$ cat config.mk
export PLATFORM = sky130hd
export DESIGN_NAME = uart_fc
export DESIGN_NICKNAME = d
export VERILOG_FILES = /design/src/rtl/uart_fc_pkg.sv /design/src/rtl/uart_fc_sync.sv /design/src/rtl/uart_fc_baud.sv /design/src/rtl/uart_fc_tx.sv /design/src/rtl/uart_fc_rx.sv /design/src/rtl/uart_fc.sv
export SDC_FILE = /design/constraint.sdc
export NUM_CORES = 1
export LEC_CHECK = 0
export ABC_AREA = 1
export BUFFER_PORTS_ARGS = -buffer_cell sky130_fd_sc_hd__buf_2
export CAP_MARGIN = 30
export CORE_UTILIZATION = 53
export DETAILED_ROUTE_END_ITERATION = 12
export GPL_ROUTABILITY_DRIVEN = 0
export GPL_TIMING_DRIVEN = 0
export PLACE_DENSITY = 0.76
export SYNTH_ARGS = -nofsm -noshare
export SYNTH_HDL_FRONTEND = slang
export SYNTH_SLANG_ARGS = --single-unit
export TNS_END_PERCENT = 30
$ cat constraint.sdc
create_clock -name clk_i -period 1.7 [get_ports clk_i]
set_clock_uncertainty 0.05 [all_clocks]
set_input_delay 0.425 -clock clk_i [delete_from_list [all_inputs] [get_ports clk_i]]
set_output_delay 0.425 -clock clk_i [all_outputs]
set_load 0.02 [all_outputs]
$ cat src/rtl/uart_fc_pkg.sv
package uart_fc_pkg;
  typedef enum logic [2:0] {
    ST_IDLE,
    ST_START,
    ST_DATA,
    ST_PAR,
    ST_STOP
  } frame_st_e;

  function automatic logic maj3(input logic [2:0] s);
    return (s[0] & s[1]) | (s[0] & s[2]) | (s[1] & s[2]);
  endfunction
endpackage

$ cat src/rtl/uart_fc_sync.sv
module uart_fc_sync #(
  parameter int unsigned STAGES = 2,
  parameter logic        RST    = 1'b1
) (
  input  logic clk_i,
  input  logic rst_ni,
  input  logic d_i,
  output logic q_o
);
  logic [STAGES-1:0] ff_q;

  always_ff @(posedge clk_i or negedge rst_ni) begin
    if (!rst_ni) ff_q <= {STAGES{RST}};
    else         ff_q <= {ff_q[STAGES-2:0], d_i};
  end

  assign q_o = ff_q[STAGES-1];
endmodule

$ cat src/rtl/uart_fc_baud.sv
module uart_fc_baud #(
  parameter int unsigned DIV_W = 16
) (
  input  logic             clk_i,
  input  logic             rst_ni,
  input  logic [DIV_W-1:0] div_i,
  output logic             tick_o
);
  logic [DIV_W-1:0] cnt_q;

  always_ff @(posedge clk_i or negedge rst_ni) begin
    if (!rst_ni) begin
      cnt_q  <= '0;
      tick_o <= 1'b0;
    end else if (cnt_q >= div_i) begin
      cnt_q  <= '0;
      tick_o <= 1'b1;
    end else begin
      cnt_q  <= cnt_q + 1'b1;
      tick_o <= 1'b0;
    end
  end
endmodule

$ cat src/rtl/uart_fc_tx.sv
module uart_fc_tx
  import uart_fc_pkg::*;
#(
  parameter int unsigned DATA_W = 8,
  parameter int unsigned OVS    = 16
) (
  input  logic              clk_i,
  input  logic              rst_ni,
  input  logic              tick_i,
  input  logic              par_en_i,
  input  logic              par_odd_i,
  input  logic              gate_i,
  input  logic              cts_i,
  input  logic              wr_i,
  input  logic [DATA_W-1:0] data_i,
  output logic              full_o,
  output logic              busy_o,
  output logic              txd_o
);
  localparam int unsigned TCNT_W = $clog2(OVS);
  localparam int unsigned BCNT_W = $clog2(DATA_W);
  localparam logic [TCNT_W-1:0] T_LAST = TCNT_W'(OVS - 1);
  localparam logic [BCNT_W-1:0] B_LAST = BCNT_W'(DATA_W - 1);

  frame_st_e         st_q;
  logic [DATA_W-1:0] hold_q, sh_q;
  logic              full_q, par_q;
  logic [TCNT_W-1:0] tcnt_q;
  logic [BCNT_W-1:0] bcnt_q;
  logic              can_start, bit_end;

  // gate is evaluated only when idle with a pending byte
  assign can_start = (st_q == ST_IDLE) && full_q && !(gate_i && cts_i);
  assign bit_end   = tick_i && (tcnt_q == T_LAST);

  always_ff @(posedge clk_i or negedge rst_ni) begin
    if (!rst_ni) begin
      st_q   <= ST_IDLE;
      hold_q <= '0;
      sh_q   <= '0;
      full_q <= 1'b0;
      par_q  <= 1'b0;
      tcnt_q <= '0;
      bcnt_q <= '0;
    end else begin
      if (wr_i && !full_q) begin
        hold_q <= data_i;
        full_q <= 1'b1;
      end
      if (can_start) begin
        sh_q   <= hold_q;
        par_q  <= (^hold_q) ^ par_odd_i;
        full_q <= 1'b0;
        tcnt_q <= '0;
        bcnt_q <= '0;
        st_q   <= ST_START;
      end else if (tick_i && st_q != ST_IDLE) begin
        tcnt_q <= tcnt_q + 1'b1;
        if (bit_end) begin
          unique case (st_q)
            ST_START: st_q <= ST_DATA;
            ST_DATA: begin
              sh_q <= sh_q >> 1;
              if (bcnt_q == B_LAST) st_q <= par_en_i ? ST_PAR : ST_STOP;
              else                  bcnt_q <= bcnt_q + 1'b1;
            end
            ST_PAR:  st_q <= ST_STOP;
            ST_STOP: st_q <= ST_IDLE;
            default: st_q <= ST_IDLE;
          endcase
        end
      end
    end
  end

  always_comb begin
    unique case (st_q)
      ST_START: txd_o = 1'b0;
      ST_DATA:  txd_o = sh_q[0];
      ST_PAR:   txd_o = par_q;
      default:  txd_o = 1'b1;
    endcase
  end

  assign full_o = full_q;
  assign busy_o = (st_q != ST_IDLE);
endmodule

$ cat src/rtl/uart_fc_rx.sv
module uart_fc_rx
  import uart_fc_pkg::*;
#(
  parameter int unsigned DATA_W = 8,
  parameter int unsigned OVS    = 16
) (
  input  logic              clk_i,
  input  logic              rst_ni,
  input  logic              tick_i,
  input  logic              en_i,
  input  logic              rxd_i,
  input  logic              par_en_i,
  input  logic              par_odd_i,
  input  logic              rd_i,
  input  logic              clr_i,
  output logic [DATA_W-1:0] data_o,
  output logic              valid_o,
  output logic              busy_o,
  output logic              ovr_o,
  output logic              frm_o,
  output logic              par_o
);
  localparam int unsigned TCNT_W = $clog2(OVS);
  localparam int unsigned BCNT_W = $clog2(DATA_W);
  localparam logic [TCNT_W-1:0] T_LAST = TCNT_W'(OVS - 1);
  localparam logic [TCNT_W-1:0] T_MID  = TCNT_W'(OVS / 2);
  localparam logic [BCNT_W-1:0] B_LAST = BCNT_W'(DATA_W - 1);

  frame_st_e         st_q;
  logic [DATA_W-1:0] sh_q, data_q;
  logic [TCNT_W-1:0] tcnt_q;
  logic [BCNT_W-1:0] bcnt_q;
  logic [2:0]        smp_q;
  logic              pbit_q, valid_q, ovr_q, frm_q, perr_q;
  logic              maj, in_win, bit_end, done, bad_par, bad_stop;

  assign maj      = maj3(smp_q);
  assign in_win   = (tcnt_q >= T_MID - 1'b1) && (tcnt_q <= T_MID + 1'b1);
  assign bit_end  = tick_i && (tcnt_q == T_LAST);
  assign done     = bit_end && (st_q == ST_STOP);
  assign bad_stop = !maj;
  assign bad_par  = par_en_i && (pbit_q != ((^sh_q) ^ par_odd_i));

  always_ff @(posedge clk_i or negedge rst_ni) begin
    if (!rst_ni) begin
      st_q   <= ST_IDLE;
      sh_q   <= '0;
      tcnt_q <= '0;
      bcnt_q <= '0;
      smp_q  <= '1;
      pbit_q <= 1'b0;
    end else if (!en_i) begin
      st_q <= ST_IDLE;
    end else if (tick_i) begin
      if (st_q == ST_IDLE) begin
        if (!rxd_i) begin
          st_q   <= ST_START;
          tcnt_q <= '0;
          bcnt_q <= '0;
        end
      end else begin
        tcnt_q <= tcnt_q + 1'b1;
        if (in_win) smp_q <= {smp_q[1:0], rxd_i};
        if (bit_end) begin
          unique case (st_q)
            ST_START: st_q <= maj ? ST_IDLE : ST_DATA;  // false start
            ST_DATA: begin
              sh_q <= {maj, sh_q[DATA_W-1:1]};
              if (bcnt_q == B_LAST) st_q <= par_en_i ? ST_PAR : ST_STOP;
              else                  bcnt_q <= bcnt_q + 1'b1;
            end
            ST_PAR: begin
              pbit_q <= maj;
              st_q   <= ST_STOP;
            end
            default: st_q <= ST_IDLE;
          endcase
        end
      end
    end
  end

  always_ff @(posedge clk_i or negedge rst_ni) begin
    if (!rst_ni) begin
      data_q  <= '0;
      valid_q <= 1'b0;
      ovr_q   <= 1'b0;
      frm_q   <= 1'b0;
      perr_q  <= 1'b0;
    end else begin
      if (rd_i) valid_q <= 1'b0;
      if (clr_i) begin
        ovr_q  <= 1'b0;
        frm_q  <= 1'b0;
        perr_q <= 1'b0;
      end
      if (done) begin
        if (bad_stop) frm_q  <= 1'b1;
        if (bad_par)  perr_q <= 1'b1;
        if (valid_q && !rd_i) begin
          ovr_q <= 1'b1;
        end else begin
          data_q  <= sh_q;
          valid_q <= 1'b1;
        end
      end
    end
  end

  assign data_o  = data_q;
  assign valid_o = valid_q;
  assign busy_o  = (st_q != ST_IDLE);
  assign ovr_o   = ovr_q;
  assign frm_o   = frm_q;
  assign par_o   = perr_q;
endmodule

$ cat src/rtl/uart_fc.sv
module uart_fc #(
  parameter int unsigned DATA_W = 8,
  parameter int unsigned DIV_W  = 16,
  parameter int unsigned OVS    = 16
) (
  input  logic              clk_i,
  input  logic              rst_ni,
  input  logic [DIV_W-1:0]  div_i,
  input  logic              par_en_i,
  input  logic              par_odd_i,
  input  logic              fc_mode_i,
  input  logic              cts_en_i,
  input  logic              rx_en_i,
  input  logic [DATA_W-1:0] tx_data_i,
  input  logic              tx_wr_i,
  output logic              tx_full_o,
  output logic              tx_busy_o,
  output logic              txd_o,
  input  logic              cts_ni,
  input  logic              rxd_i,
  output logic              rts_no,
  output logic [DATA_W-1:0] rx_data_o,
  output logic              rx_valid_o,
  input  logic              rx_rd_i,
  output logic              rx_busy_o,
  input  logic              err_clr_i,
  output logic              ovr_o,
  output logic              frm_o,
  output logic              par_o
);
  logic tick, cts_s, rxd_s, rx_ready, rts_q;

  uart_fc_sync #(.STAGES(2), .RST(1'b1)) i_sync_cts (
    .clk_i(clk_i), .rst_ni(rst_ni), .d_i(cts_ni), .q_o(cts_s));

  uart_fc_sync #(.STAGES(2), .RST(1'b1)) i_sync_rxd (
    .clk_i(clk_i), .rst_ni(rst_ni), .d_i(rxd_i), .q_o(rxd_s));

  uart_fc_baud #(.DIV_W(DIV_W)) i_baud (
    .clk_i(clk_i), .rst_ni(rst_ni), .div_i(div_i), .tick_o(tick));

  uart_fc_tx #(.DATA_W(DATA_W), .OVS(OVS)) i_tx (
    .clk_i    (clk_i),
    .rst_ni   (rst_ni),
    .tick_i   (tick),
    .par_en_i (par_en_i),
    .par_odd_i(par_odd_i),
    .gate_i   (cts_en_i && !fc_mode_i),
    .cts_i    (cts_s),
    .wr_i     (tx_wr_i),
    .data_i   (tx_data_i),
    .full_o   (tx_full_o),
    .busy_o   (tx_busy_o),
    .txd_o    (txd_o)
  );

  uart_fc_rx #(.DATA_W(DATA_W), .OVS(OVS)) i_rx (
    .clk_i    (clk_i),
    .rst_ni   (rst_ni),
    .tick_i   (tick),
    .en_i     (rx_en_i),
    .rxd_i    (rxd_s),
    .par_en_i (par_en_i),
    .par_odd_i(par_odd_i),
    .rd_i     (rx_rd_i),
    .clr_i    (err_clr_i),
    .data_o   (rx_data_o),
    .valid_o  (rx_valid_o),
    .busy_o   (rx_busy_o),
    .ovr_o    (ovr_o),
    .frm_o    (frm_o),
    .par_o    (par_o)
  );

  assign rx_ready = fc_mode_i && rx_en_i && !rx_busy_o && !rx_valid_o &&
                    !ovr_o && !frm_o && !par_o;

  // registered so the pin never glitches
  always_ff @(posedge clk_i or negedge rst_ni) begin
    if (!rst_ni) rts_q <= 1'b1;
    else         rts_q <= !rx_ready;
  end

  assign rts_no = rts_q;
endmodule

**Word level (Yosys, flattened, before mapping)**

Cells that the tools add are included.

- Register bits: 84
- Bits in latches: 0
- Bits in writable memories: 0
- Bits in read-only memories: 0
- Output and inout bits: 17
- Memories: 0

- Add/subtract/negate cells: 5
- Multipliers: 0
- Divide/modulo/power cells: 0
- Order comparisons: 3
- Eq/ne operators: 20
- Shift operators: 0
- Muxes and demuxes: 49
- Bitwise operators: 9
- Reductions and logical operators: 50

Operators with widths:

| operator | number |
|---|---|
| $mux 3 | 21 |
| $mux 8 | 4 |
| $logic_and 1x1->1 | 18 |
| $pmux 3 s3 | 2 |
| $add 16x1->16 const B | 1 |
| $ge 16x16->1 | 1 |
| $mux 16 | 1 |
| $mux 4 | 4 |
| $reduce_xor 8->1 | 2 |
| $mux 1 | 15 |
| $eq 3x2->1 const B | 4 |
| $reduce_and 4->1 | 3 |
| $reduce_bool 2->1 | 6 |
| $logic_not 1->1 | 10 |
| $reduce_and 5->1 | 2 |
| $eq 3x3->1 const B | 3 |
| $reduce_and 3->1 | 3 |
| $add 4x1->4 const B | 2 |
| $eq 4x4->1 const B | 2 |
| $add 3x1->3 const B | 2 |
| $eq 3x1->1 const B | 2 |
| $logic_not 3->1 | 2 |
| $ne 2x1->1 const B | 3 |
| $ne 3x1->1 const B | 2 |
| other kinds (15) | 21 |

**Longest topological paths before layout**

Gate-level depths: netlist (run 1).

- Word-level depth: 9
- Depth in mapped cells: 13

**Hierarchy**

From an unflattened synthesis (run 1), not the netlist that was laid out.

- Cell total of the unflattened synthesis: 592
- Area total of the unflattened synthesis: 4777.1 um^2

Modules (own cells, without submodules):

| module | times used | cells an instance | area an instance (um^2) |
|---|---|---|---|
| uart_fc_rx | 1 | 218 | 1800.5 |
| uart_fc_tx | 1 | 189 | 1521.5 |
| uart_fc_baud | 1 | 168 | 1278.7 |
| uart_fc_sync | 2 | 2 | 52.6 |
| uart_fc | 1 | 13 | 71.3 |

**Least setup slack after synthesis (run 1)**

Ideal clock, no wire load.

- Kind: input-to-reg
- Start: in div_i[15]
- End: reg i_baud.cnt_q[7]
- Setup time: 120 ps
- Data arrival time: 1559 ps
- Data required time: 1530 ps
- Path slack: -29 ps
- Stages on the path: 8
- Path buffers: 1
- Cell sequence: inv_1 ha_1 nand2_1 nor3_1 nand3_1 nand3_1 buf_2 nor2_1

- Longest elaborated chain between the ends: 2

RTL lines:

| item | line | source |
|---|---|---|
| from (decl) | uart_fc.sv:8 | `input logic [DIV_W-1:0] div_i,` |
| $ge 16x16->1 | uart_fc_baud.sv:15 | `end else if (cnt_q >= div_i) begin` |
| $mux 16 | uart_fc_baud.sv:15 |  |
| to (signal assigned) | uart_fc_baud.sv:19 | `cnt_q <= cnt_q + 1'b1;` |
| to (decl) | uart_fc_baud.sv:9 | `logic [DIV_W-1:0] cnt_q;` |

Every way passes these cells.
A chain may end at the register's enable or synchronous reset.

**Worst setup path after layout (run 1)**

- Start: reg i_tx.st_q[2]
- End: out txd_o

- Longest elaborated chain between the ends: 2

RTL lines:

| item | line | source |
|---|---|---|
| from (decl) | uart_fc_tx.sv:25 | `frame_st_e st_q;` |
| from (signal assigned) | uart_fc_tx.sv:64 | `if (bcnt_q == B_LAST) st_q <= par_en_i ? ST_PAR : ST_STOP;` |
| $eq 3x2->1 or $eq 3x1->1 (tied branches) | uart_fc_tx.sv:77 | `unique case (st_q)` |
| $pmux 1 s3 (*) | uart_fc_tx.sv:77 |  |
| to (decl) | uart_fc.sv:18 | `output logic txd_o,` |

Mark *: on every way between the ends. The rest lies on a longest branch, timed or not.

==> results of run 1 <==
==> cells in the mapped netlist (2+ instances only) <==
cell type,n
dfrtp_1,76
nand3_1,25
ha_1,25
nand4_1,12
inv_1,74
nor3_1,4
nand3_2,3
or2_2,2
o211ai_1,2
buf_2,2
nand2_2,3
o22ai_1,3
xnor2_1,5
o21ai_0,46
nor2_1,60
o21ai_1,4
clkbuf_1,3
a21oi_1,17
nand2_1,162
dfstp_2,8
xor2_1,14
inv_2,3
nand3b_1,2
mux2_2,2
==> state kept, by name, summed over array words and instances, names as in the netlist, 2 cells and up <==
signal           cells
i_baud.cnt_q        16
i_rx.bcnt_q          3
i_rx.data_o          8
i_rx.sh_q            8
i_rx.smp_q           3
i_rx.st_q            3
i_rx.tcnt_q          4
i_sync_cts.ff_q      2
i_sync_rxd.ff_q      2
i_tx.bcnt_q          3
i_tx.hold_q          8
i_tx.sh_q            8
i_tx.st_q            3
i_tx.tcnt_q          4
==> per-layer routing <==
metal / global-route usage (%) / routed length, µm
met1: 27.9 / 4220
met2: 39.8 / 4870
met3: 4.19 / 355
met4: 7.83 / 127
met5: 0 / 0
==> repair_timing <==
item / in CTS / in global routing
setup endpoints to repair: 28 / 55
resized for setup: 18 / 34
buffers inserted: 10 / 3
cloned: 0 / 1
hold buffers: 1 / 0
hold endpoints to repair: 32 / 0
pin swaps: 3 / 8
==> critical path, stage by stage (launching register included) <==
cell and delay, ps:
dfrtp_1 400, inv_2 90, nand2_2 90, nor2_4 120
nand2_2 70, nand3_2 70, buf_6 120
==> power by group <==
part           leakage [nW]  switching, mW  internal, mW
Sequential             1.04          0.224          2.20
Clock                 0.114          0.745         0.835
Combinational          1.65          0.624         0.405
Total                  2.80           1.59          3.44
==> how the worst max path moves through the flow <==
stage | start | end | depth (start not counted)
floorplan | div_i[15] | i_baud.cnt_q[7]$_DFF_PN0_ | 8
global placement | rst_ni | i_tx.hold_q[5]$_DFFE_PN0P_ | 1
detailed placement | div_i[15] | i_baud.cnt_q[12]$_DFF_PN0_ | 9
CTS | i_tx.st_q[1]$_DFFE_PN0P_ | txd_o | 5
global route | i_tx.st_q[2]$_DFFE_PN0P_ | txd_o | 6
finish | i_tx.st_q[2]$_DFFE_PN0P_ | txd_o | 6
==> logic make-up (layout without fill, tap and decap cells) <==
group | count (synthesis) | after routing
and+or+nand+nor | 281 | 281
DFF | 84 | 84
buffers and inverters | 84 | 167
AOI/OAI and AO/OA | 74 | 74
adders and majority gates | 25 | 25
xor gates and xnor gates | 19 | 19
muxes | 2 | 2
==> cell type report <==
type | instances | area [µm²] | share of cell area [%]
Clock inverter | 7 | 96.3 | 1.76
Clock buffer | 9 | 124 | 2.26
Timing Repair Buffer | 67 | 414 | 7.57
Multi-Input combinational cell | 401 | 2240 | 40.9
Inverter | 77 | 292 | 5.33
Tap cell | 105 | 131 | 2.40
Sequential cell | 84 | 2120 | 38.8
Buffer | 7 | 53.8 | 0.983
==> impl_metrics.yaml, run 1 <==
status:
  status: "complete, but fails checks"
  violations: "negative setup slack"
sta:
  min_period_ps: 1780
  holdWs_ps: 116
  tns_ps: -228
  rsz0062_at_grt: "yes"
  drv_slew: 0
  tightest_slew_ps: 469
  worst_slack_ps: -84.1
  relSlewSlack_pct: 68.7
  fmax_ghz: 0.561
  setup_viol: 7
  hold_violations: 0
  finalCritPeriodShare_pct: 105
synth:
  synth-compound-area-share_pct: 8.50
  synthMuxAreaShare_pct: 0.497
  synth_xor_xnor_area_share_pct: 3.67
  synthSimpleGateAreaFrac_pct: 26.6
  ys_ff_latch: 84
  syn_area_um2: 4540
  synth_flop_cell: "dfrtp_1"
  synth.top_cells.by_area: "dfrtp_1 (42%), nand2_1 (13%), ha_1 (6.9%)"
  synthCells: 569
  yosys_warnings: 0
  synth_top_family_by_area: "simple AND/OR/NAND/NOR gates"
  synth_cell_type_count: 36
  synth_top_area_share_pct: 41.9
  yosysSeqAreaShare_pct: 46.6
  syn_area_per_cell_um2: 7.97
  synthArstFlopShare_pct: 100
  synth_edf_count: 0
  synthAdderAreaFrac_pct: 6.90
  syn-num-nets: 630
  synth_area_leader_cell: "dfrtp_1"
finish:
  post-route-util_pct: 66.3
  layout_common_cells: "nand2_1 (154), inv_1 (72), dfrtp_1 (66)"
  fin_area_um2: 5470
  fillers: 683
  fin_cells: 757
  area_growth_pct: 20.7
  nNetsFinal: 708
  diodes: 0
  post_route_cells_drive_above_1_share_pct: 22.5
  layout.cells.most_common: "nand2_1"
die:
  io_pins: 53
  placementRows: 33
  dieArea_um2: 8930
  coreArea_um2: 8260
  die_w_um: 94.5
  chipHeight_um: 94.5
  start_util_pct: 54.9
setup_path:
  start_kind: "flop"
  crit_path_end_kind: "primary output"
  ff2ff_path_depth: 12
  cp.arrival_ps: 1310
  reg2reg_slack_ps: -40
  cp_max_fo: 3
  r2r_start: "i_tx.st_q[2]$_DFFE_PN0P_"
  crit_type: "reg2out"
  cp.required_ps: 1220
  worstReg2RegEnd: "i_tx.bcnt_q[2]$_DFFE_PN0P_"
routing:
  drc: 0
  post_drt_wl_per_cell_um: 12.6
  vias_per_cell: 5.11
  drtPass1Iterations: 5
  vias: 3865
  drt_wl_total_um: 9570
  drt_iter0_drc: 184
  postRouteAntennaNets: 0
clock_network:
  h-tree-depth: 3
  cts_tree: "built"
  clkLatencyLatePin_ps: 360
  clk_pin_slew_worst_paths_ps: 80
  cts_root_buf: "clkbuf_8"
  cts.sinks: 84
  numCtsBuffers: 9
  cts_max_path_buffers: 2
min_path:
  hp-start: "cts_ni"
  hold_path_class: "in2reg"
  hold_path_end: "i_sync_cts.ff_q[0]$_DFF_PN1_"
  hold_depth: 1
global_routing:
  grt_max_degree: 52
  track_usage_pct: 22.7
  grt_overflow_total: 0
  grt_first_pass_wirelength_um: 15800
  antenna_found_initial: 0
  grt_pass1_vias: 3586
power_and_ir_drop:
  p_per_area_nw_per_um2: 919
  peakVddDrop_v: 0.000671
  finalPower_mw: 5.03
  leakage_nw: 2.80
placed_design:
  pre_cts_slack_ps: -411
  hpwl_um: 6790
  dp_cells: 726
  portBuffers: 51
  dpl-instance-area_um2: 4950
run:
  cap_violations: 0
(Power assumes the default switching activity.)
==> run 2, diff against run 1 <==
--- a/config.mk
+++ b/config.mk
@@ -8,6 +8,7 @@
 export ABC_AREA = 1
 export BUFFER_PORTS_ARGS = -buffer_cell sky130_fd_sc_hd__buf_2
 export CAP_MARGIN = 30
+export CORE_ASPECT_RATIO = 0.8
 export CORE_UTILIZATION = 53
 export DETAILED_ROUTE_END_ITERATION = 12
 export GPL_ROUTABILITY_DRIVEN = 0
==> constraint.sdc (replaced) <==
create_clock -name clk_i -period 1.6 [get_ports clk_i]
set_clock_uncertainty 0.05 [all_clocks]
set_input_delay 0.4 -clock clk_i [delete_from_list [all_inputs] [get_ports clk_i]]
set_output_delay 0.4 -clock clk_i [all_outputs]
set_load 0.02 [all_outputs]
==> impl_metrics.yaml, run 2 (same netlist as run 1, synthesis figures left out) <==
status:
  status: "complete, but fails checks"
  violations: "negative setup slack"
routing:
  vias_per_cell: 5.11
  drtPass1Iterations: 5
  vias: 3904
  drc: 0
  post_drt_wl_per_cell_um: 12.9
  drt_wl_total_um: 9880
  postRouteAntennaNets: 0
  drt_iter0_drc: 193
setup_path:
  cp.required_ps: 1150
  crit_path_end_kind: "primary output"
  start_kind: "flop"
  crit_type: "reg2out"
  cp.arrival_ps: 1270
  cp_max_fo: 2
finish:
  largest_reg_flops: 16
  diodes: 0
  post_route_cells_drive_above_1_share_pct: 26.5
  layout.cells.most_common: "nand2_1"
  fin_area_um2: 5660
  regMostFlops: "i_baud.cnt_q"
  area_growth_pct: 24.8
  fillers: 636
  layout_common_cells: "nand2_1 (154), dfrtp_1 (70), inv_1 (69)"
  nNetsFinal: 712
placed_design:
  dpl-instance-area_um2: 4970
  hpwl_um: 6890
  portBuffers: 51
  pre_cts_slack_ps: -317
sta:
  drv_slew: 0
  hold_violations: 0
  worst_slack_ps: -118
  tightest_slew_ps: 449
  holdWs_ps: 81.7
  rsz0062_at_grt: "yes"
  tns_ps: -960
  min_period_ps: 1720
  setup_viol: 21
  fmax_ghz: 0.582
  finalCritPeriodShare_pct: 107
  relSlewSlack_pct: 70.1
die:
  chipHeight_um: 84.7
  io_pins: 53
  coreArea_um2: 8130
  dieArea_um2: 8930
  start_util_pct: 55.8
  placementRows: 29
  die_w_um: 105
clock_network:
  clkLatencyLatePin_ps: 370
  cts.sinks: 84
  cts_root_buf: "clkbuf_8"
  cts_tree: "built"
  h-tree-depth: 3
  cts_max_path_buffers: 2
  clk_pin_slew_worst_paths_ps: 80
  numCtsBuffers: 9
power_and_ir_drop:
  p_per_area_nw_per_um2: 974
  leakage_nw: 2.86
  peakVddDrop_v: 0.00106
global_routing:
  busiest_layer: "met2"
  grt_first_pass_wirelength_um: 16600
  grt_util_met1_pct: 31.4
  grt_max_degree: 59
  grt_util_met2_pct: 38.5
  antenna_found_initial: 0
  use_met3_pct: 6.60
  grt_overflow_total: 0
  grt_pass1_vias: 3714
  track_usage_pct: 23.6
run:
  cap_violations: 0
min_path:
  hold_path_class: "in2reg"
## run 2: area by class of cell
type                       count  area, µm²  share of cell area [%]
tap                          108        135                    2.39
timing repair buffer          71        454                    8.03
sequential                    84       2120                    37.5
multi-input combinational    401       2370                    41.9
clock inverter                 6       88.8                    1.57
buffer                         7       72.6                    1.28
clock buffer                  10        128                    2.26
inverter                      77        292                    5.15
## run 2: critical path, stage by stage (launching register included)
cell     delay, ps
dfrtp_1        400
inv_2           80
nand2_2         60
nor2_2          90
nand2_1         80
nand3_2         70
buf_6          110
## run 2: timing repair
item	4_1_cts	5_1_grt
hold buffers	1	0
gates resized for setup	45	61
setup endpoints to repair	37	61
endpoints found under the hold margin	25	0
gates cloned	1	0
buffers inserted	13	6
pin swaps	8	10
## run 2: where the power goes
group	total, mW	switching [mW]	internal, mW
sequential	2.56	0.233	2.33
combinational	1.31	0.773	0.539
clock	1.63	0.755	0.878
total	5.51	1.76	3.75
## run 2: final timing paths
check / startpoint / end / slack [ps] / depth (start not counted)
min: cts_ni / i_sync_cts.ff_q[0]$_DFF_PN1_ / 80 / 1
max: i_tx.st_q[2]$_DFFE_PN0P_ / txd_o / -120 / 6
min reg2reg: i_sync_rxd.ff_q[0]$_DFF_PN1_ / i_sync_rxd.ff_q[1]$_DFF_PN1_ / 310 / 0
max in group asynchronous: rst_ni / i_sync_rxd.ff_q[0]$_DFF_PN1_ / 400 / 3
max reg2reg: i_baud.cnt_q[11]$_DFF_PN0_ / i_baud.cnt_q[0]$_DFF_PN0_ / -50 / 7
min in group asynchronous: rst_ni / i_rx.data_o[0]$_DFFE_PN0P_ / 440 / 2
## run 2: metal layers
| metal | wire length [µm] | up-vias | share of wire (%) |
|---|---|---|---|
| li1 | - | 1984 | - |
| met1 | 4710 | 1831 | 48 |
| met2 | 4640 | 81 | 47 |
| met3 | 446 | 8 | 4.5 |
| met4 | 91 | 0 | 0.92 |
| met5 | 0 | - | 0 |
## run 2: metrics by stage
step / total power [mW] / cells / util [%]
5_1_grt: 5.84 / 764 / 69.6
2_1_floorplan: 3.30 / 569 / -
3_3_place_gp: 3.56 / 728 / 60.8
6_report: 5.51 / 764 / 69.6
3_5_place_dp: 3.63 / 729 / 61.1
4_1_cts: 5.40 / 760 / 66.7
